<file path="src/rtl/rvm_pkg.sv">
package rvm_pkg;

    typedef enum logic [2:0] {
        VERD_RUN       = 3'd0,
        VERD_TRAP      = 3'd1,
        VERD_UNMAPPED  = 3'd2,
        VERD_HALT      = 3'd3,
        VERD_TIMEOUT   = 3'd4,
        VERD_NO_ENTRY  = 3'd5,
        VERD_NO_RETIRE = 3'd6
    } verdict_e;

    // Fixed priority among conditions sampled on one edge.
    function automatic verdict_e pick_verdict(
        input logic ev_trap,
        input logic ev_unmapped,
        input logic ev_halt,
        input logic any_retire,
        input logic entry_ok
    );
        if (ev_trap)          return VERD_TRAP;
        else if (ev_unmapped) return VERD_UNMAPPED;
        else if (ev_halt)     return VERD_HALT;
        else if (!any_retire) return VERD_NO_RETIRE;
        else if (!entry_ok)   return VERD_NO_ENTRY;
        else                  return VERD_TIMEOUT;
    endfunction

endpackage

</file>
<file path="src/rtl/rvm_capture.sv">
module rvm_capture #(
    parameter int W = 64
) (
    input  logic         clk,
    input  logic         rst_n,
    input  logic         fire,
    input  logic [W-1:0] data_in,
    output logic         seen,
    output logic [W-1:0] data_out
);

    typedef struct packed {
        logic         seen;
        logic [W-1:0] data;
    } cap_st_t;

    cap_st_t st_d, st_q;

    always_comb begin
        st_d = st_q;
        if (fire && !st_q.seen) begin
            st_d.seen = 1'b1;
            st_d.data = data_in;
        end
    end

    always_ff @(posedge clk or negedge rst_n) begin
        if (!rst_n) st_q <= '0;
        else        st_q <= st_d;
    end

    assign seen     = st_q.seen;
    assign data_out = st_q.data;

    AST_CAPTURE_HOLD: assert property (@(posedge clk) disable iff (!rst_n)
        st_q.seen |=> $stable(st_q.data));

endmodule

</file>
<file path="src/rtl/rvm_watchdog.sv">
module rvm_watchdog #(
    parameter int CNT_W = 32
) (
    input  logic             clk,
    input  logic             rst_n,
    input  logic             freeze,
    input  logic [CNT_W-1:0] limit,
    output logic             expire
);

    logic [CNT_W-1:0] cyc_d, cyc_q;

    always_comb begin
        cyc_d = cyc_q;
        if (!freeze) cyc_d = cyc_q + 1'b1;
    end

    always_ff @(posedge clk or negedge rst_n) begin
        if (!rst_n) cyc_q <= '0;
        else        cyc_q <= cyc_d;
    end

    assign expire = !freeze && (cyc_q == limit);

    AST_WD_FROZEN: assert property (@(posedge clk) disable iff (!rst_n)
        freeze |=> $stable(cyc_q));

endmodule

</file>
<file path="src/rtl/rvm_retire_track.sv">
module rvm_retire_track #(
    parameter int XLEN  = 32,
    parameter int CNT_W = 32
) (
    input  logic             clk,
    input  logic             rst_n,
    input  logic             freeze,
    input  logic             retire_valid,
    input  logic [XLEN-1:0]  retire_pc,
    input  logic [XLEN-1:0]  entry_addr,
    output logic             entry_hit,
    output logic             entry_seen,
    output logic [CNT_W-1:0] count
);

    typedef struct packed {
        logic             seen;
        logic [CNT_W-1:0] cnt;
    } trk_st_t;

    trk_st_t st_d, st_q;

    assign entry_hit = retire_valid && (retire_pc == entry_addr);

    always_comb begin
        st_d = st_q;
        if (!freeze) begin
            if (retire_valid) st_d.cnt  = st_q.cnt + 1'b1;
            if (entry_hit)    st_d.seen = 1'b1;
        end
    end

    always_ff @(posedge clk or negedge rst_n) begin
        if (!rst_n) st_q <= '0;
        else        st_q <= st_d;
    end

    assign entry_seen = st_q.seen;
    assign count      = st_q.cnt;

    AST_COUNT_FROZEN: assert property (@(posedge clk) disable iff (!rst_n)
        freeze |=> $stable(st_q.cnt));
    AST_ENTRY_STICKY: assert property (@(posedge clk) disable iff (!rst_n)
        st_q.seen |=> st_q.seen);

endmodule

</file>
<file path="src/rtl/run_verdict_monitor.sv">
module run_verdict_monitor
    import rvm_pkg::*;
#(
    parameter int          XLEN          = 32,
    parameter int          CNT_W         = 32,
    parameter int          HOT_W         = 16,
    parameter int          REGION_W      = 3,
    parameter logic [2:0]  UNMAPPED_CODE = 3'd7
) (
    input  logic                clk,
    input  logic                rst_n,
    input  logic                retire_valid,
    input  logic [XLEN-1:0]     retire_pc,
    input  logic                trap_valid,
    input  logic [XLEN-1:0]     trap_pc,
    input  logic [XLEN-1:0]     trap_instr,
    input  logic                mem_valid,
    input  logic [REGION_W-1:0] mem_region,
    input  logic [XLEN-1:0]     mem_addr,
    input  logic [XLEN-1:0]     mem_pc,
    input  logic                halt,
    input  logic [XLEN-1:0]     entry_addr,
    input  logic [CNT_W-1:0]    wd_limit,
    input  logic [XLEN-1:0]     hot_pc_in,
    input  logic [HOT_W-1:0]    hot_count_in,
    output logic                done,
    output logic [2:0]          verdict,
    output logic [XLEN-1:0]     trap_pc_o,
    output logic [XLEN-1:0]     trap_instr_o,
    output logic [XLEN-1:0]     unmapped_addr_o,
    output logic [XLEN-1:0]     unmapped_pc_o,
    output logic [XLEN-1:0]     hot_pc_o,
    output logic [HOT_W-1:0]    hot_count_o,
    output logic                entry_reached,
    output logic [CNT_W-1:0]    retire_count
);

    localparam int PAIR_W = 2 * XLEN;
    localparam logic [REGION_W-1:0] UNM = REGION_W'(UNMAPPED_CODE);

    typedef struct packed {
        logic             done;
        verdict_e         verdict;
        logic [XLEN-1:0]  hot_pc;
        logic [HOT_W-1:0] hot_cnt;
    } top_st_t;

    top_st_t st_d, st_q;

    logic ev_trap, ev_unm, wd_expire;
    logic entry_hit, entry_seen;
    logic trap_seen, unm_seen;
    logic [PAIR_W-1:0] trap_pair, unm_pair;

    assign ev_trap = trap_valid && !st_q.done;
    assign ev_unm  = mem_valid && (mem_region == UNM) && !st_q.done;

    rvm_capture #(.W(PAIR_W)) u_trap_cap (
        .clk      (clk),
        .rst_n    (rst_n),
        .fire     (ev_trap),
        .data_in  ({trap_pc, trap_instr}),
        .seen     (trap_seen),
        .data_out (trap_pair)
    );

    rvm_capture #(.W(PAIR_W)) u_unm_cap (
        .clk      (clk),
        .rst_n    (rst_n),
        .fire     (ev_unm),
        .data_in  ({mem_addr, mem_pc}),
        .seen     (unm_seen),
        .data_out (unm_pair)
    );

    rvm_watchdog #(.CNT_W(CNT_W)) u_wd (
        .clk    (clk),
        .rst_n  (rst_n),
        .freeze (st_q.done),
        .limit  (wd_limit),
        .expire (wd_expire)
    );

    rvm_retire_track #(.XLEN(XLEN), .CNT_W(CNT_W)) u_trk (
        .clk          (clk),
        .rst_n        (rst_n),
        .freeze       (st_q.done),
        .retire_valid (retire_valid),
        .retire_pc    (retire_pc),
        .entry_addr   (entry_addr),
        .entry_hit    (entry_hit),
        .entry_seen   (entry_seen),
        .count        (retire_count)
    );

    always_comb begin
        st_d = st_q;
        if (!st_q.done && (ev_trap || ev_unm || halt || wd_expire)) begin
            st_d.done    = 1'b1;
            st_d.verdict = pick_verdict(ev_trap, ev_unm, halt,
                                        (retire_count != '0) || retire_valid,
                                        entry_seen || entry_hit);
            if (st_d.verdict == VERD_TIMEOUT) begin
                st_d.hot_pc  = hot_pc_in;
                st_d.hot_cnt = hot_count_in;
            end
        end
    end

    always_ff @(posedge clk or negedge rst_n) begin
        if (!rst_n) st_q <= '{done: 1'b0, verdict: VERD_RUN, hot_pc: '0, hot_cnt: '0};
        else        st_q <= st_d;
    end

    assign done            = st_q.done;
    assign verdict         = st_q.verdict;
    assign {trap_pc_o, trap_instr_o}       = trap_pair;
    assign {unmapped_addr_o, unmapped_pc_o} = unm_pair;
    assign hot_pc_o        = st_q.hot_pc;
    assign hot_count_o     = st_q.hot_cnt;
    assign entry_reached   = entry_seen;

    AST_DONE_STICKY: assert property (@(posedge clk) disable iff (!rst_n)
        st_q.done |=> st_q.done);
    AST_VERDICT_HOLD: assert property (@(posedge clk) disable iff (!rst_n)
        st_q.done |=> $stable(st_q.verdict));
    AST_RUNNING_ZERO: assert property (@(posedge clk) disable iff (!rst_n)
        !st_q.done |-> (st_q.verdict == VERD_RUN));
    AST_TRAP_WINS: assert property (@(posedge clk) disable iff (!rst_n)
        (!st_q.done && trap_valid) |=> (st_q.verdict == VERD_TRAP && trap_seen));
    AST_UNMAPPED_NEXT: assert property (@(posedge clk) disable iff (!rst_n)
        (!st_q.done && !trap_valid && mem_valid && mem_region == UNM)
        |=> (st_q.verdict == VERD_UNMAPPED && unm_seen));
    AST_HALT_OVER_WD: assert property (@(posedge clk) disable iff (!rst_n)
        (!st_q.done && halt && !trap_valid && !(mem_valid && mem_region == UNM))
        |=> (st_q.verdict == VERD_HALT));
    AST_HOT_ONLY_TIMEOUT: assert property (@(posedge clk) disable iff (!rst_n)
        (st_q.verdict != VERD_TIMEOUT) |-> (st_q.hot_pc == '0 && st_q.hot_cnt == '0));

endmodule

</file>
<file path="config.mk">
export PLATFORM = sky130hd
export DESIGN_NAME = run_verdict_monitor
export DESIGN_NICKNAME = d
export VERILOG_FILES = /design/src/rtl/rvm_pkg.sv /design/src/rtl/rvm_capture.sv /design/src/rtl/rvm_watchdog.sv /design/src/rtl/rvm_retire_track.sv /design/src/rtl/run_verdict_monitor.sv
export SDC_FILE = /design/constraint.sdc
export NUM_CORES = 1
export LEC_CHECK = 0
export ABC_AREA = 1
export BUFFER_PORTS_ARGS = -buffer_cell sky130_fd_sc_hd__buf_2
export CAP_MARGIN = 20
export CORE_AREA = 2 2 193 195
export DETAILED_ROUTE_END_ITERATION = 10
export DIE_AREA = 0 0 195 197
export GPL_ROUTABILITY_DRIVEN = 0
export GPL_TIMING_DRIVEN = 0
export PLACE_DENSITY = 0.54
export SYNTH_ARGS = -nofsm -noshare
export SYNTH_HDL_FRONTEND = slang
export SYNTH_SLANG_ARGS = --single-unit
</file>
<file path="constraint.sdc">
create_clock -name clk -period 3.7 [get_ports clk]
set_clock_uncertainty 0.15 [all_clocks]
set_input_delay 0.925 -clock clk [delete_from_list [all_inputs] [get_ports clk]]
set_output_delay 0.925 -clock clk [all_outputs]
set_load 0.05 [all_outputs]
</file>
==> summary.md, run 1 <==
| Metric | Value |
|---|---|
| Combinational power share | 6.4% |
| Data arrival, critical path | 2.91 ns |
| Final WL | 36740 µm |
| Number of synthesized flops with an enable pin | 0 |
| Post_cts resized | 0 |
| Critical Path RT | 4.04 ns |
| Syn avg cell area | 8.231 µm² |
| Die area | 38420 µm² |
| First-pass DRT Iterations | 4 |
| Filler Cells Inserted | 3849 |
| Initial drt markers | 373 |
| Clk sink count | 247 |
| Core area | 36260 µm² |
| Synth Warn # | 0 |
| Switching share of power | 23.22% |
| Worst setup EP type | flop |
| Post-synth top area cell | dfrtp_1 |
| Post-synth top flop | dfrtp_1 |
| Worst r2r src | u_trk.count[0] |
| Pint | 4.570 mW |
| Number of buffers created by CTS | 28 |
| Root buffer cell | clkbuf_16 |
| Status | finished clean |
| Syn Std Cell Area | 11310 µm² |
| Die H | 197 µm |
| VDD IR-drop max | 0.3607 mV |
| Post-DP Area | 14430 µm² |
| Setup violations, final | 0 |
| Crit path launch | entry_addr[23] |
| Hold-fix buffers at CTS | 0 |
| DIE WIDTH | 195 µm |
| Placed Cells | 2337 |
| DR DRC count | 0 |
| First-pass GRT wire length | 57150 µm |
| Total GRT Usage | 18.79% |
| Antenna violations before repair | 6 |
| Routed wire per std cell | 15.35 µm |
| Cell row count | 70 |
| Pwr Total | 5.953 mW |
| Synth area leaders | dfrtp_1 55%, nand2_1 22%, xor2_1 4.3% |
| Nets | 2183 |
| Vias | 10360 |
| Pins Over Slew Limit | 0 |
| Layout Cells excl Fill | 2394 |
| Gate count of the mapped netlist | 1374 |
| Yosys reg bits | 247 |
| Share of layout cells above drive strength 1 | 30.92% |
| Post-synth net total | 1658 |
| Critical path class | input pin to flop |
| Most common cell in the netlist | nand2_1 |
| Setup TNS Final | 0 ns |
| FF-to-FF setup slack | 1.17 ns |
| Design area | 15390 µm² |
| Async set-or-reset flop fraction in the synthesized netlist | 100.0% |
| Slew HR | 55.31% |
| Critical R2R Capture | hot_pc_o[1] |
| Worst Reg-to-Reg Cells | 15 |
| Worst slew pin tran | 0.6704 ns |
| CTS max path bufs | 3 |
| Largest net degree at the start of global routing | 110 |
| HP Class | input pin to async pin |
| Sequential area share after synthesis | 54.65% |
| Post-synth top cells | 670 x nand2_1, 247 x dfrtp_1, 90 x nor2_1, 71 x inv_1, 63 x nand4_1 |
| Share of the synthesized area in the top cell type | 54.65% |
| # H-tree levels | 1 |
| Initial Util | 31.19% |
| Max Clock Freq | 0.3889 GHz |
| Antenna-violating nets left | 0 |
| Clock period minus worst slack | 2.572 ns |
| Vias in the first global route | 10470 |
| Register share of total power | 45.8% |
| Post-CTS Setup Inserts | 0 |
| Crit path to | hot_pc_o[4] |
| Critical-path maximum fanout | 10 |
| PortBufs | 493 |
| Critical path launch point type | input pin |
| Final hold viol count | 0 |
| Placement Setup Slack | 0.4293 ns |
| Lkg Pwr | 9.227 nW |
| Maxcap violations | 0 |
| Pwr/cell area | 386.8 nW/µm² |
| I/O Pins | 494 |
| Psw | 1.382 mW |
| RSZ-0062 raised after global routing | no |
| Netlist cell types | 35 |
| Clock-pin slew on the worst setup and hold paths | 0.06 ns |
| Clock share of power | 47.8% |
| Final period utilization | 69.51% |
| CTS tree | done |
| Worst-Skew Late Latency | 0.56 ns |
| Detailed Place HPWL | 28840 µm |
| PnR worst setup slack | 1.128 ns |
| Vias/cell | 4.325 |
| Area grow syn2layout | 36.06% |
| Grt total ovfl | 0 |
==> stage by stage <==
step / hold WS [ns] / utilization (%)
floorplan: 0.2903 / -
global placement: 0.2990 / 39.61
detailed placement: 0.3029 / 39.79
CTS: 0.1347 / 42.40
global route: 0.1435 / 42.42
finish: 0.1348 / 42.44
==> power by group through the flow <==
stage / clock network (mW) / logic (mW) / registers, mW
floorplan: 0 / 0.0776 / 2.82
global placement: 0 / 0.374 / 2.78
detailed placement: 0 / 0.387 / 2.77
CTS: 2.94 / 0.388 / 2.73
global route: 3.04 / 0.426 / 2.73
finish: 2.85 / 0.379 / 2.73
==> metal layers <==
layer  wire length, µm  vias to the layer above  GRT usage [%]
met5                17                        -              0
met4              1223                        6          6.531
met3              2753                       77          5.151
met2             17120                      308          31.16
met1             15630                     4678          23.65
li1                  -                     5286              -
==> worst max-delay path, cell delays in order <==
cell and delay [ns]:
buf_2 0.11, xnor2_1 0.17, nand2_1 0.07, nor2_1 0.21, nand2_1 0.08, nor2_1 0.11
nand3_1 0.11, nand2_1 0.10, nand2_1 0.08, nand2_1 0.14, clkbuf_1 0.52, nand4_1 0.18
nand2_1 0.10
==> flip-flops by register name, summed over array words and instances, names as in the netlist <==
signal and cells:
u_wd.cyc_q 32, u_trk.entry_seen 1, done 1, u_unm_cap.data_out 64, verdict 3, u_unm_cap.seen 1, hot_pc_o 32, hot_count_o 16
u_trap_cap.data_out 64, u_trap_cap.seen 1, u_trk.count 32
==> worst min path at each step <==
stage	startpoint	endpoint	slack, ns
after floorplan	u_trap_cap.seen	u_trap_cap.seen	0.29
after global placement	u_trap_cap.data_out[61]	u_trap_cap.data_out[61]	0.30
after detailed placement	u_unm_cap.data_out[44]	u_unm_cap.data_out[44]	0.30
after CTS	rst_n	u_wd.cyc_q[10]	0.13
after global routing	rst_n	u_wd.cyc_q[10]	0.14
final	rst_n	u_wd.cyc_q[9]	0.13
==> cells by family after synthesis <==
| group | Yosys count | share of synthesized area, % |
|---|---|---|
| AO/OA/AOI/OAI | 7 | 0.3318 |
| AND/OR/NAND/NOR | 880 | 32.24 |
| buffers and inverters | 143 | 5.167 |
| flip-flops | 247 | 54.65 |
| adder cells (fa/ha/maj) | 3 | 0.3319 |
| XOR/XNOR | 94 | 7.280 |
==> layout by cell type (no fill, tap or decap), drive strengths merged, types with 19 or more instances in the layout <==
| cell type | Yosys | final |
|---|---|---|
| buf | 15 | 510 |
| clkbuf | 34 | 76 |
| dfrtp | 247 | 247 |
| inv | 92 | 92 |
| nand2 | 672 | 672 |
| nand3 | 23 | 23 |
| nand4 | 63 | 63 |
| nor2 | 94 | 94 |
| nor3 | 19 | 19 |
| xnor2 | 39 | 39 |
| xor2 | 55 | 55 |
==> layout make-up <==
| cell class | count | area, µm² | share of cell area (%) |
|---|---|---|---|
| Antenna cell | 5 | 12.51 | 0.08131 |
| Buffer | 49 | 229.0 | 1.488 |
| Clock buffer | 42 | 833.3 | 5.415 |
| Clock inverter | 10 | 113.9 | 0.7400 |
| Inverter | 94 | 355.3 | 2.309 |
| Multi-Input combinational cell | 984 | 4544 | 29.53 |
| Sequential cell | 247 | 6181 | 40.17 |
| Tap cell | 468 | 585.6 | 3.805 |
| Timing Repair Buffer | 495 | 2532 | 16.46 |
(Power assumes the default switching activity.)
==> inputs of run 2 (changes only) <==
--- a/config.mk
+++ b/config.mk
@@ -13,7 +13,7 @@
 export DIE_AREA = 0 0 195 197
 export GPL_ROUTABILITY_DRIVEN = 0
 export GPL_TIMING_DRIVEN = 0
-export PLACE_DENSITY = 0.54
+export PLACE_DENSITY = 0.57
 export SYNTH_ARGS = -nofsm -noshare
 export SYNTH_HDL_FRONTEND = slang
 export SYNTH_SLANG_ARGS = --single-unit
==> constraint.sdc (replaced) <==
create_clock -name clk -period 2.12 [get_ports clk]
set_clock_uncertainty 0.15 [all_clocks]
set_input_delay 0.53 -clock clk [delete_from_list [all_inputs] [get_ports clk]]
set_output_delay 0.53 -clock clk [all_outputs]
set_load 0.05 [all_outputs]
==> run 2 against run 1 <==
Net effect: register-to-register slack got worse by 1.2 ns; the run now ends with negative setup slack left; total power up 79%; via count rose by 6.1%; flip-flop and latch count stayed put; die area is the same; clock power up 81%; highest routed layer unchanged; sequential power increased by 74%; cell area rose by 9.4%; critical path depth up 2; largest cell class unchanged.
==> summary.md, run 2 (synthesis gave the netlist of run 1 again) <==
| Metric | Value |
|---|---|
| Worst r2r src | u_wd.cyc_q[21] |
| Die H | 197 µm (unchanged) |
| I/O Pins | 494 (unchanged) |
| Placement Setup Slack | -0.7699 ns (-1.199 ns) |
| Clk sink count | 247 (unchanged) |
| PortBufs | 493 (unchanged) |
| Design area | 16830 µm² (+9.4%) |
| Setup violations, final | 18 (+18) |
| Most used cell, CP | nand2_1 |
| First-pass DRT Iterations | 5 (+1) |
| Clock-pin slew on the worst setup and hold paths | 0.06 ns (about the same) |
| Largest net degree at the start of global routing | 87 (-21%) |
| Top delay family on crit path | simple AND/OR/NAND/NOR gates |
| Die area | 38420 µm² (unchanged) |
| Clock share of power | 48.3% (+0.5 points) |
| First-pass GRT wire length | 59910 µm (+4.8%) |
| Critical path class | flop to flop |
| HP Class | input pin to flop |
| Worst Reg-to-Reg Cells | 15 (unchanged) |
| Grt total ovfl | 0 (unchanged) |
| Core area | 36260 µm² (unchanged) |
| CTS tree | done |
| DIE WIDTH | 195 µm (unchanged) |
| Worst-Skew Late Latency | 0.55 ns (about the same) |
| CP Cell Sequence | inv_2 > nand2_1 > nand2_1 > nor2_1 > nand2_1 > nor2_1 > nand2_1 > nor2_2 > nand4_1 > inv_2 > nand3_4 > buf_8 > clkbuf_16 > nand2_2 > nand2_1 |
| # H-tree levels | 1 (unchanged) |
| Worst slew pin tran | 0.6510 ns (-0.01940 ns) |
| Root buffer cell | clkbuf_16 |
| Number of buffers created by CTS | 29 (+3.6%) |
| VDD IR-drop max | 0.5202 mV (+44%) |
| Lkg Pwr | 9.934 nW (+7.7%) |
| Initial Util | 31.19% (unchanged) |
| CP peak stage delay | 0.41 ns (-0.11 ns) |
| Hold path cells | 3 |
| Antenna-violating nets left | 0 (unchanged) |
| Psw | 2.426 mW (+75%) |
| Commonest non-fill, non-tap cell in the layout | nand2_1 |
| Worst setup EP type | flop |
| Switching share of power | 22.77% (-0.45 points) |
| Cell count along the critical path | 15 (+2) |
| Vias in the first global route | 11060 (+5.6%) |
| Final WL | 38690 µm (+5.3%) |
| Area grow syn2layout | 48.85% |
| Detailed Place HPWL | 29100 µm (+0.89%) |
| Critical-path maximum fanout | 6 (-4) |
| FF-to-FF setup slack | -0.03 ns (-1.20 ns) |
| Final period utilization | 101.4% |
| Clock period minus worst slack | 2.150 ns |
| Register share of total power | 44.7% (-1.1 points) |
| Vias | 10990 (+6.1%) |
| Critical Path RT | 2.41 ns (-1.63 ns) |
| Slowest cell on the critical path | dfrtp_2 |
| Share of layout cells above drive strength 1 | 36.71% (+5.8 points) |
| Crit path to | hot_pc_o[27] |
| Critical path launch point type | flop |
| Hold Slack | 0.03101 ns (-0.1038 ns) |
| WP buf/inv | 4 (+2) |
| CTS max path bufs | 3 (unchanged) |
| Failing checks | negative setup slack |
| Combinational power share | 7.0% (+0.6 points) |
| Nets | 2282 (+4.5%) |
| Pint | 8.227 mW (+80%) |
| Crit path launch | u_wd.cyc_q[21] |
| Total GRT Usage | 19.52% (+0.73 points) |
| Antenna violations before repair | 4 (-2) |
| PnR worst setup slack | -0.03028 ns (-1.159 ns) |
| Maxcap violations | 0 (unchanged) |
| Final hold viol count | 0 (unchanged) |
| Slew HR | 56.60% (+1.3 points) |
| RSZ-0062 raised after global routing | yes |
| Critical R2R Capture | hot_pc_o[27] |
| Status | finished with violations |
| Vias/cell | 4.409 (+1.9%) |
| Most frequent cells in the layout | 632 x nand2_1, 494 x buf_2, 235 x dfrtp_1 |
| Pwr/cell area | 632.8 nW/µm² (+64%) |
| DR DRC count | 0 (unchanged) |
| Max Clock Freq | 0.4651 GHz |
| Pins Over Slew Limit | 0 (unchanged) |
| Post-DP Area | 14450 µm² (+0.16%) |
| Routed wire per std cell | 15.52 µm (+1.1%) |
| Cell row count | 70 (unchanged) |
| Data arrival, critical path | 2.44 ns (-0.47 ns) |
| Initial drt markers | 393 (+5.4%) |
run 2: what timing repair did:
item                                   4_1_cts  5_1_grt
setup endpoints to repair                  175      246
cloned                                       0        2
pin swaps                                   19       29
hold buffers                                43        1
endpoints found under the hold margin      121        1
resized for setup                           77       65
setup buffers                               29       25
run 2: per-layer routing:
metal / GRT usage, % / share of wire, % / vias to the layer above
met5: 0 / 0.083 / -
met4: 6.927 / 3.5 / 6
met3: 4.825 / 6.7 / 83
met2: 33.32 / 48 / 327
met1: 24.06 / 42 / 5091
li1: - / - / 5484
run 2: power groups by stage:
stage,clock (mW),sequential [mW],combinational [mW]
floorplan,0,4.93,0.136
global placement,0,4.84,0.652
detailed placement,0,4.84,0.674
CTS,5.31,4.76,0.746
global route,5.50,4.76,0.825
finish,5.15,4.76,0.742
run 2: final cells by class:
| type | instances | area [µm²] |
|---|---|---|
| clock inverters | 6 | 88.84 |
| multi-input cells | 984 | 4882 |
| repair buffers | 595 | 3462 |
| well taps | 468 | 585.6 |
| diodes | 4 | 10.01 |
| plain buffers | 47 | 342.8 |
| clock buffers | 48 | 907.1 |
| flip-flops and latches | 247 | 6196 |
| inverters | 94 | 360.3 |
| fillers | 3659 | 19420 |
run 2: worst min path at each step:
stage                                    endpoint                     from  slack [ns]
after global placement    u_trap_cap.data_out[21]  u_trap_cap.data_out[21]        0.30
final                      u_unm_cap.data_out[10]               mem_pc[10]        0.03
after floorplan                              done                    rst_n        0.08
after detailed placement   u_unm_cap.data_out[11]   u_unm_cap.data_out[11]        0.30
after CTS                  u_unm_cap.data_out[15]               mem_pc[15]      0.0002
after global routing      u_trap_cap.data_out[30]           trap_instr[30]      0.0008
run 2: metrics by stage:
step                      cells  power (mW)  util (%)  setup TNS [ns]
after floorplan            1374       5.066         -               0
after global placement     2335       5.497     39.67        -1141.26
after detailed placement   2337       5.518     39.85          -70.61
after CTS                  2461       10.81     45.08          -1.792
after global routing       2490       11.08     46.41          -8.339
final                      2493       10.65     46.43         -0.3117
run 2: worst min-delay path, delay by kind of cell:
family,cells,cell delay (ns)
AND/OR/NAND/NOR,2,0.10
buffers and inverters,1,0.07
==> inputs of run 3 (changes only) <==
==> constraint.sdc (replaced) <==
create_clock -name clk -period 2.12 [get_ports clk]
set_clock_uncertainty 0.15 [all_clocks]
set_input_delay 0.106 -clock clk [delete_from_list [all_inputs] [get_ports clk]]
set_output_delay 0.106 -clock clk [all_outputs]
set_load 0.05 [all_outputs]
==> run 3 against run 2 <==
Net effect: the run ends with negative hold slack, negative setup slack left; global-route usage up 0.93 points; final cell count up 5.1%; maximum frequency increased by 0.27%; first-iteration DRC count up 8.9%; non-clock buffer count grew 128; critical path type unchanged; largest cell class unchanged; largest power group unchanged; highest routed layer is now met4.
==> summary.md, run 3 (synthesis gave the netlist of run 1 again) <==
| Metric | Value |
|---|---|
| Worst-Skew Late Latency | 0.55 ns (about the same) |
| Critical-path maximum fanout | 10 (+4) |
| Worst Reg-to-Reg Cells | 15 (unchanged) |
| Hold-fix buffers at CTS | 183 (+330%) |
| Critical R2R Capture | hot_pc_o[26] |
| Lkg Pwr | 10.41 nW (+4.8%) |
| Reg area | 6196 µm² (unchanged) |
| Pins Over Slew Limit | 0 (unchanged) |
| PnR worst setup slack | -0.02440 ns (+0.005879 ns) |
| Area of the multi-input gates | 4798 µm² (-1.7%) |
| Die H | 197 µm (unchanged) |
| Total GRT Usage | 20.45% (+0.93 points) |
| Most used cell, CP | nand2_1 |
| Commonest non-fill, non-tap cell in the layout | nand2_1 |
| Clk sink count | 247 (unchanged) |
| Placed Cells | 2337 (unchanged) |
| First-pass GRT wire length | 63050 µm (+5.2%) |
| Final hold viol count | 64 (+64) |
| Critical Path RT | 2.41 ns (about the same) |
| Slowest cell on the critical path | dfrtp_1 |
| Antenna-violating nets left | 0 (unchanged) |
| Routed wire per std cell | 15.44 µm (-0.54%) |
| HP Class | input pin to async pin |
| Most frequent cells in the layout | 647 x nand2_1, 494 x buf_2, 235 x dfrtp_1 |
| VDD IR-drop max | 0.5280 mV (+1.5%) |
| Detailed Place HPWL | 29100 µm (unchanged) |
| WP buf/inv | 4 (unchanged) |
| I/O Pins | 494 (unchanged) |
| Pwr/cell area | 604.9 nW/µm² (-4.4%) |
| Core area | 36260 µm² (unchanged) |
| Area grow syn2layout | 59.12% |
| Crit path launch | u_wd.cyc_q[6] |
| Final period utilization | 101.2% (-0.28 points) |
| Clock-pin slew on the worst setup and hold paths | 0.06 ns (about the same) |
| CTS tree | done |
| Crit path to | hot_pc_o[26] |
| Grt total ovfl | 0 (unchanged) |
| Root buffer cell | clkbuf_16 |
| Maxcap violations | 0 (unchanged) |
| Largest net degree at the start of global routing | 87 (unchanged) |
| Data arrival, critical path | 2.44 ns (about the same) |
| Max Clock Freq | 0.4663 GHz (+0.27%) |
| Initial drt markers | 428 (+8.9%) |
| Worst slew pin tran | 0.7737 ns (+0.1227 ns) |
| Clock period minus worst slack | 2.144 ns (-0.005879 ns) |
| Filler Cells Inserted | 3488 (-4.7%) |
| RSZ-0062 raised after global routing | yes |
| Cell row count | 70 (unchanged) |
| CP peak stage delay | 0.35 ns (-0.06 ns) |
| Vias | 11610 (+5.6%) |
| Vias/cell | 4.431 (+0.50%) |
| Slew HR | 48.25% (-8.3 points) |
| Failing checks | negative hold slack, negative setup slack |
| Top delay family on crit path | simple AND/OR/NAND/NOR gates |
| Setup TNS Final | -0.2086 ns (+0.1031 ns) |
| Initial Util | 31.19% (unchanged) |
| Cell count along the critical path | 15 (unchanged) |
| Critical path class | flop to flop |
| Share of layout cells above drive strength 1 | 33.18% (-3.5 points) |
| Number of buffers created by CTS | 29 (unchanged) |
| Nets | 2410 (+5.6%) |
| DR DRC count | 0 (unchanged) |
| CP Cell Sequence | clkbuf_4 > nand2_1 > nand2_1 > nor2_1 > nand2_1 > nor2_1 > nand2_1 > nor2_2 > nand4_1 > inv_2 > nand3_4 > buf_6 > buf_8 > nand2_2 > nand2_1 |
| # H-tree levels | 1 (unchanged) |
| Worst r2r src | u_wd.cyc_q[6] |
| Die area | 38420 µm² (unchanged) |
| CTS max path bufs | 3 (unchanged) |
| Final core utilization | 49.63% (+3.2 points) |
| Layout Cells excl Fill | 2620 (+5.1%) |
| Final WL | 40440 µm (+4.5%) |
| PortBufs | 493 (unchanged) |
| Setup violations, final | 24 (+6) |
| First-pass DRT Iterations | 4 (-1) |
| Antenna violations before repair | 3 (-1) |
| Hold Slack | -0.05812 ns (-0.08913 ns) |
| FF-to-FF setup slack | -0.02 ns (about the same) |
| DIE WIDTH | 195 µm (unchanged) |
| Status | finished with violations |
| Critical path launch point type | flop |
| Worst setup EP type | flop |
| Vias in the first global route | 11790 (+6.6%) |
run 3: cell types whose count changed in the layout (fill, tap and decap cells not counted), moves of 2 or more:
cell,delta
nand3_1,+2
buf_12,-2
clkbuf_16,-2
nand2_4,-4
nand3_2,-2
nand2_2,-11
buf_4,-7
clkbuf_1,-2
nand2_1,+15
clkbuf_2,+2
nor3_2,-2
nor3_1,+2
dlygate4sd3_1,+139
run 3: through the flow:
step	area (µm²)	power, mW	setup slack (ns)	hold slack [ns]
final	18000	10.89	-0.02440	-0.05812
after detailed placement	14450	5.518	-0.5531	-0.01666
after global routing	17990	11.31	-0.2157	-0.02531
after CTS	17730	11.02	-0.08282	-0.05129
after floorplan	11330	5.066	0.001384	-0.3396
after global placement	14390	5.497	-4.411	0.1551
run 3: area by class of cell:
| type | instances | area share, % |
|---|---|---|
| Clock buffer | 48 | 5.041 |
| Inverter | 94 | 2.002 |
| Multi-Input combinational cell | 984 | 26.66 |
| Timing Repair Buffer | 723 | 26.20 |
| Clock inverter | 6 | 0.4936 |
| Buffer | 47 | 1.877 |
| Antenna cell | 3 | 0.04172 |
| Tap cell | 468 | 3.254 |
| Sequential cell | 247 | 34.43 |
run 3: repair_timing:
item	4_1_cts	5_1_grt
pin swaps	18	22
setup buffers	28	17
gates resized for setup	75	41
setup endpoints to repair	175	160
hold endpoints to repair	344	42
run 3: worst min-delay path by stage:
stage | startpoint | end | slack, ns | depth (start not counted)
2_1_floorplan | rst_n | done | -0.34 | 0
3_3_place_gp | trap_instr[28] | u_trap_cap.data_out[28] | 0.16 | 3
3_5_place_dp | rst_n | u_wd.cyc_q[10] | -0.02 | 1
4_1_cts | rst_n | u_wd.cyc_q[20] | -0.05 | 2
5_1_grt | rst_n | u_wd.cyc_q[11] | -0.03 | 2
6_report | rst_n | u_wd.cyc_q[11] | -0.06 | 2
run 3: report_power, final:
part | internal (mW) | leakage (nW) | switching [mW]
registers | 4.74 | 3.39 | 0.0198
clock network | 3.14 | 0.483 | 2.03
logic | 0.509 | 6.54 | 0.444
run 3: routing by layer:
metal	routed length [µm]	vias to the layer above	GRT usage, %
met5	0	-	0
met4	1345	0	7.125
met3	2689	83	4.552
met2	19920	382	35.87
met1	16490	5400	24.80
li1	-	5744	-
